==> config.mk <==
export PLATFORM = sky130hd
export DESIGN_NAME = spi_master_regs
export DESIGN_NICKNAME = d
export VERILOG_FILES = /design/src/rtl/spi_master_regs.sv
export SDC_FILE = /design/constraint.sdc
export NUM_CORES = 1
export LEC_CHECK = 0
export BUFFER_PORTS_ARGS = -buffer_cell sky130_fd_sc_hd__buf_2
export CAP_MARGIN = 20
export CORE_MARGIN = 5
export CORE_UTILIZATION = 50
export CTS_CLUSTER_SIZE = 20
export DETAILED_ROUTE_END_ITERATION = 6
export GPL_TIMING_DRIVEN = 0
export PLACE_DENSITY_LB_ADDON = 0.08
export SLEW_MARGIN = 15
export SYNTH_ARGS = -nofsm -noshare
export SYNTH_HDL_FRONTEND = slang
export SYNTH_SLANG_ARGS = --single-unit
==> constraint.sdc <==
create_clock -name clk -period 6.35 [get_ports clk]
set_clock_uncertainty 0.05 [all_clocks]
set_input_delay 0.3175 -clock clk [delete_from_list [all_inputs] [get_ports clk]]
set_output_delay 0.3175 -clock clk [all_outputs]
set_load 0.005 [all_outputs]
==> src/rtl/spi_master_regs.sv <==
module spi_master_regs #(
  parameter int W     = 8,
  parameter int DEPTH = 16,
  parameter int DIV   = 2,
  parameter int NSS   = 4
) (
  input  logic           clk,
  input  logic           rst_n,
  input  logic [7:0]     addr,
  input  logic           wr_en,
  input  logic           rd_en,
  input  logic [31:0]    wdata,
  output logic [31:0]    rdata,
  output logic           sclk,
  output logic           mosi,
  output logic [NSS-1:0] ss_n,
  input  logic           miso
);
  localparam int AW = $clog2(DEPTH);
  localparam int EW = $clog2(2 * W);
  localparam int DW = (DIV > 1) ? $clog2(DIV) : 1;
  localparam logic [9:0] CR_RST = 10'h180;

  logic [9:0]     cr;
  logic [NSS-1:0] ssr;
  logic [W-1:0]   txm [DEPTH];
  logic [W-1:0]   rxm [DEPTH];
  logic [AW:0]    twp, trp, rwp, rrp;
  logic           busy, ph;
  logic [EW-1:0]  ecnt;
  logic [DW-1:0]  dcnt;
  logic [W-1:0]   tsh, rsh;

  wire kill   = !rst_n || (wr_en && addr == 8'h40 && wdata == 32'h0000_000A);
  wire wr_cr  = wr_en && addr == 8'h60;
  wire wr_ss  = wr_en && addr == 8'h70;

  wire tx_empty = twp == trp;
  wire tx_full  = (twp[AW] != trp[AW]) && (twp[AW-1:0] == trp[AW-1:0]);
  wire rx_empty = rwp == rrp;
  wire rx_full  = (rwp[AW] != rrp[AW]) && (rwp[AW-1:0] == rrp[AW-1:0]);

  wire go    = !busy && !tx_empty && cr[1] && cr[2] && !cr[8];
  wire tick  = busy && dcnt == DW'(DIV - 1);
  wire lead  = !ecnt[0];
  wire samp  = tick && (lead ^ cr[4]);
  wire shft  = tick && !(lead ^ cr[4]) && ecnt != '0;
  wire last  = tick && ecnt == EW'(2 * W - 1);
  wire din   = cr[0] ? mosi : miso;

  wire [W-1:0] rnext = cr[9] ? {din, rsh[W-1:1]} : {rsh[W-2:0], din};
  wire [W-1:0] rword = samp ? rnext : rsh;

  wire tx_push = wr_en && addr == 8'h68 && !tx_full;
  wire rx_pop  = rd_en && addr == 8'h6C && !rx_empty;
  wire rx_push = last && !rx_full;

  assign mosi = cr[9] ? tsh[0] : tsh[W-1];
  assign sclk = cr[3] ^ ph;
  assign ss_n = (cr[7] || busy) ? ssr : '1;

  always_comb begin
    case (addr)
      8'h60:   rdata = {22'b0, cr};
      8'h64:   rdata = {27'b0, 1'b0, tx_full, tx_empty, rx_full, rx_empty};
      8'h6C:   rdata = 32'(rxm[rrp[AW-1:0]]);
      8'h70:   rdata = 32'(ssr);
      default: rdata = '0;
    endcase
  end

  always_ff @(posedge clk) begin
    if (kill) begin
      cr  <= CR_RST;
      ssr <= '1;
    end else begin
      if (wr_cr) cr <= wdata[9:0] & 10'h39F;
      if (wr_ss) ssr <= wdata[NSS-1:0];
    end
  end

  always_ff @(posedge clk) begin
    if (tx_push) txm[twp[AW-1:0]] <= wdata[W-1:0];
    if (rx_push) rxm[rwp[AW-1:0]] <= rword;
  end

  always_ff @(posedge clk) begin
    if (kill) begin
      twp <= '0; trp <= '0; rwp <= '0; rrp <= '0;
    end else begin
      if (tx_push) twp <= twp + 1'b1;
      if (go)      trp <= trp + 1'b1;
      if (rx_push) rwp <= rwp + 1'b1;
      if (rx_pop)  rrp <= rrp + 1'b1;
      if (wr_cr && wdata[5]) begin twp <= '0; trp <= '0; end
      if (wr_cr && wdata[6]) begin rwp <= '0; rrp <= '0; end
    end
  end

  always_ff @(posedge clk) begin
    if (kill) begin
      busy <= 1'b0; ph <= 1'b0; ecnt <= '0; dcnt <= '0;
      tsh  <= '0;   rsh <= '0;
    end else if (go) begin
      busy <= 1'b1; ph <= 1'b0; ecnt <= '0; dcnt <= '0;
      tsh  <= txm[trp[AW-1:0]];
    end else if (busy) begin
      dcnt <= tick ? '0 : dcnt + 1'b1;
      if (tick) begin
        ph   <= ~ph;
        ecnt <= ecnt + 1'b1;
        if (last) busy <= 1'b0;
      end
      if (shft) tsh <= cr[9] ? (tsh >> 1) : (tsh << 1);
      if (samp) rsh <= rnext;
    end
  end
endmodule


; ---- Word-level counts from Yosys, hierarchy flattened
; Memories as Yosys holds them, arrays and structs flattened. A register that Yosys moved wholly into a read port is not among the register bits.
; Cells that the tools add are included.
[word_totals]
n_memories = 2
latch_bits = 0
out_inout_bits = 38
regBits = 55
romBits = 0
in_bits = 45
ram_bits = 256
elab_cells = 103
[op_classes]
muxes = 23
shift = 0
n_div = 0
bitwise_logic = 4
n_reduce_logical = 42
mul = 0
add_sub_neg = 6
n_lt_le_gt_ge = 0
n_eq_ne = 14
[memory_table]
columns = name, words, word_bits, rd, rd_ports_with_merged_regs, write_ports, line
row1 = rxm, 16, 8, 1, 1, 1, 27  ; logic [W-1:0] rxm [DEPTH];
row2 = txm, 16, 8, 1, 1, 1, 26  ; logic [W-1:0] txm [DEPTH];
[ops]
columns = cell, count
row1 = "8-bit by 7-bit equality test with 1-bit output, second input constant", 6
row2 = 8-bit 2-to-1 mux, 6
row3 = 10-bit one-hot mux with 4 select lines, 1
row4 = "32-bit by 4-bit equality test with 1-bit output, second input constant", 1
row5 = 1-bit logical AND, 22
row6 = "5-bit by 1-bit adder with 5-bit output, second input constant", 4
row7 = 4-bit 2-to-1 mux, 5
row8 = 1-bit 2-to-1 mux, 11
row9 = 5-bit equality test, 2
row10 = 1-bit logical NOT, 9
row11 = 4-bit equality test, 2
row12 = 2-bit AND reduction, 3
row13 = 2-bit OR reduction, 3
row14 = "4-bit by 1-bit adder with 4-bit output, second input constant", 1
row15 = "4-bit equality test, second input constant", 1
row16 = 2-bit nonzero test, 2
row17 = 4-bit nonzero test, 1
row18 = 1-bit logical OR, 2
row19 = 1-bit != test, 2
row20 = 1-bit inverter, 2
row21 = 1-bit XOR, 2
row22 = "1-bit adder, second input constant", 1

; ---- Longest topological paths before layout
[depth]
word_depth = 8
ltp_mapped = 7
mapped_depth_nobuf = 6

; ---- Worst setup path after synthesis
; OpenSTA, ideal clock, no wires.
[synth_path]
kind = in2reg
start = in addr[1]
end = mem txm[3][0], enable pin
required_ns = 5.917
arrival_ns = 2.059
slack_ns = 3.857
setup_time_ns = 0.383
path_buffers = 0
path_stages = 4
path_cell_list = or4b_4 > nor3_1 > o211ai_1 > nor3_1
[synth_via]
elab_chain_cells = 5
[synth_rtl]
columns = element, line
row1 = from (decl), 9  ; input logic [7:0] addr,
row2 = 8-bit by 7-bit equality test with 1-bit output, 54  ; wire tx_push = wr_en && addr == 8'h68 && !tx_full;
row3 = 1-bit logical AND (2 in series), 54
row4 = 1-bit 2-to-1 mux, 83  ; if (tx_push) txm[twp[AW-1:0]] <= wdata[W-1:0];
row5 = 1-bit 2-to-1 mux (not written as such), 83
row6 = to (decl), 26
; Every way passes these cells.

==> results.sh <==
export IMPL_cts_resized=0
export IMPL_dp_cells=1257
export IMPL_async_reset_ff_share_pct=0
export IMPL_crit_slowest_cell="clkbuf_1"
export IMPL_maxCapViolations=0
export IMPL_fmax_ghz=0.286
export IMPL_grt_pass1_wl_um=47800
export IMPL_cp_max_fo=10
export IMPL_cts_setup_buffers=0
export IMPL_die_h_um=173
export IMPL_drive_gt1_share_pct=22.2
export IMPL_h_tree_depth=2
export IMPL_rsz0062_at_grt="no"
export IMPL_hold_ws_ns=0.148
export IMPL_track_usage_pct=20.9
export IMPL_synth_commonest_cells="256 x edfxtp_1, 63 x dfxtp_1, 57 x mux2i_1, 52 x mux4_2, 46 x nor2_1"
export IMPL_wl_per_cell_um=24.0
export IMPL_syn_area_mm2=0.0133
export IMPL_instances_no_fill=1319
export IMPL_yosysMostFrequentCell="edfxtp_1"
export IMPL_place_port_buffers=60
export IMPL_syn_to_final_growth_pct=14.7
export IMPL_nFillCells=2051
export IMPL_cpPeakStageDelay_ns=0.73
export IMPL_path_clk_slew_ns=0.06
export IMPL_cts_root_buf="clkbuf_16"
export IMPL_clock_path_buffers=3
export IMPL_ir_drop_mv=0.173
export IMPL_rows=59
export IMPL_worstPathArrival_ns=3.13
export IMPL_hold_violations=0
export IMPL_io_pin_count=83
export IMPL_avgSynthCellArea_um2=15.8
export IMPL_yosysTopAreaCell="edfxtp_1"
export IMPL_synth_edf_count=256
export IMPL_ys_warn_count=0
export IMPL_final_util_pct=58.3
export IMPL_ant_nets=0
export IMPL_slew_viol_final=0
export IMPL_core_mm2=0.0261
export IMPL_dr_pass1_iters=5
export IMPL_hold_class="in2reg"
export IMPL_tns_ns=0
export IMPL_crit_chain="clkbuf_1 > mux4_2 > a22oi_1 > nand2_1 > a21oi_1 > o21ai_0 > buf_2"
export IMPL_finalSetupViolations=0
export IMPL_netlist_instances=839
export IMPL_post_route_min_period_ns=3.50
export IMPL_ys_seq_area_share_pct=67.4
export IMPL_post_route_drc_count=0
export IMPL_die_x_um=173
export IMPL_ys_ff_latch=319
export IMPL_gp_congestion=0.849
export IMPL_finalPower_w=0.00425
export IMPL_p_leak_nw=5.05
export IMPL_insertion_delay_ns=0.51
export IMPL_die_area_mm2=0.0299
export IMPL_cts_tree="yes"
export IMPL_rr_startpoint="busy"
export IMPL_drt_wl_total_um=31700
export IMPL_reg2reg_slack_ns=3.26
export IMPL_rr_worst_depth=5
export IMPL_antenna_found_initial=0
export IMPL_cts_buffers_inserted=34
export IMPL_criticalPathCategory="reg2out"
export IMPL_cp_end_kind="output pin"
export IMPL_endpoint="rdata[2]"
export IMPL_maxSlewHeadroom_pct=35.7
export IMPL_dp_hpwl_um=22300
export IMPL_start_kind="flip-flop"
export IMPL_cts_sinks=319
export IMPL_fin_nets=1016
export IMPL_ys_types=52
export IMPL_synth_area_leaders="edfxtp_1 58%, dfxtp_1 9.5%, mux4_2 8.8%"
export IMPL_tightest_slew_ns=0.962
export IMPL_drtIter0Drc=677
export IMPL_synth_top_flop_cell="edfxtp_1"
export IMPL_grt_overflow=0
export IMPL_via_per_inst=5.98
export IMPL_num_vias=7882
export IMPL_antenna_cells=0
export IMPL_yosys_area_top_type_share_pct=57.9
export IMPL_min_period_over_period_pct=55.1
export IMPL_power_density_mw_per_mm2=279
export IMPL_r2r_end="rxm[11][5]"
export IMPL_grt_start_max_net_pins=20
export IMPL_status="completed"
export IMPL_grt_pass1_vias=7838
export IMPL_postCtsHoldBufs=0
export IMPL_initial_utilization_pct=50.8
export IMPL_cp_data_required_time_ns=5.98
==> worst min-delay path by stage <==
stage	start	end	slack [ns]	cells past startpoint
2_1_floorplan	wdata[0]	txm[0][0]	0.37	0
3_3_place_gp	ssr[3]	ssr[3]	0.42	1
3_5_place_dp	ssr[3]	ssr[3]	0.42	1
4_1_cts	wdata[9]	cr[9]	0.12	3
5_1_grt	wdata[7]	txm[9][7]	0.18	1
6_report	wdata[9]	cr[9]	0.15	3
==> kinds of logic after synthesis <==
kind of cell	synth area share (%)
xor gates and xnor gates	1.98
buffers and inverters	2.99
DFF	67.4
AOI/OAI and AO/OA	6.03
other	0.0282
muxes	13.4
adders and majority gates	1.13
and+or+nand+nor	7.11
==> worst max-delay path, delay by kind of cell (launching register included) <==
kind / cells / cell delay (ns)
buffers and inverters: 2 / 0.91
AOI/OAI and AO/OA: 3 / 0.61
muxes: 1 / 0.60
DFF: 1 / 0.34
and+or+nand+nor: 1 / 0.16
==> flip-flops by register name, summed over array words and instances, names as in the netlist, named ones only <==
name	count
busy	1
rwp	5
rxm	128
dcnt	1
ph	1
twp	5
tsh	8
rsh	8
ecnt	4
txm	128
trp	5
rrp	5
cr	8
ssr	4
==> placed cells by master (no fill, tap or decap), types with 4 or more instances in the layout <==
master       n
a211o_1      6
a21oi_1     16
a21oi_2      5
a221oi_1    28
a22oi_1     12
and2_1       6
and3_1      34
buf_1        6
buf_2       68
buf_4       29
clkbuf_1    29
clkbuf_16   37
clkinv_1     5
conb_1      22
dfxtp_1     63
edfxtp_1   256
ha_1        12
inv_1       13
mux2i_1     57
mux4_2      52
nand2_1     22
nand3_1      6
nor2_1      46
nor2b_1     22
nor3_1       9
nor4_1       7
o211ai_1     7
o21ai_0     23
or2_2        4
or3_1        6
xnor2_1     17
xor2_1      13
==> final cells by class <==
| class | instances | area (µm²) | share of cell area, % |
|---|---|---|---|
| flip-flops and latches | 319 | 8950 | 58.7 |
| multi-input cells | 466 | 4050 | 26.5 |
| clock buffers | 46 | 970 | 6.36 |
| well taps | 335 | 419 | 2.75 |
| plain buffers | 62 | 348 | 2.28 |
| repair buffers | 63 | 323 | 2.12 |
| clock inverters | 15 | 134 | 0.879 |
| inverters | 13 | 48.8 | 0.320 |
==> power breakdown <==
group	switching (W)	internal [W]	total (W)
registers	0.000000161	0.00224	0.00224
logic	0.0000409	0.0000257	0.0000666
clock network	0.000782	0.00116	0.00194
total	0.000823	0.00342	0.00425
==> layer usage <==
layer | part of all wire [%] | vias to the layer above | routed length [µm] | GRT usage, %
met5 | 0 | - | 0 | 0
met1 | 46 | 4025 | 14600 | 32.6
met3 | 7.5 | 37 | 2370 | 3.47
li1 | - | 3495 | - | -
met4 | 1.6 | 0 | 514 | 4.62
met2 | 45 | 325 | 14200 | 31.1
==> through the flow <==
stage,area (µm²),worst slack (ns)
finish,15200,2.85
global route,15200,2.64
CTS,15200,2.80
detailed placement,14100,3.09
global placement,14100,2.87
floorplan,13400,3.86
Power figures use the tool's default switching activity.
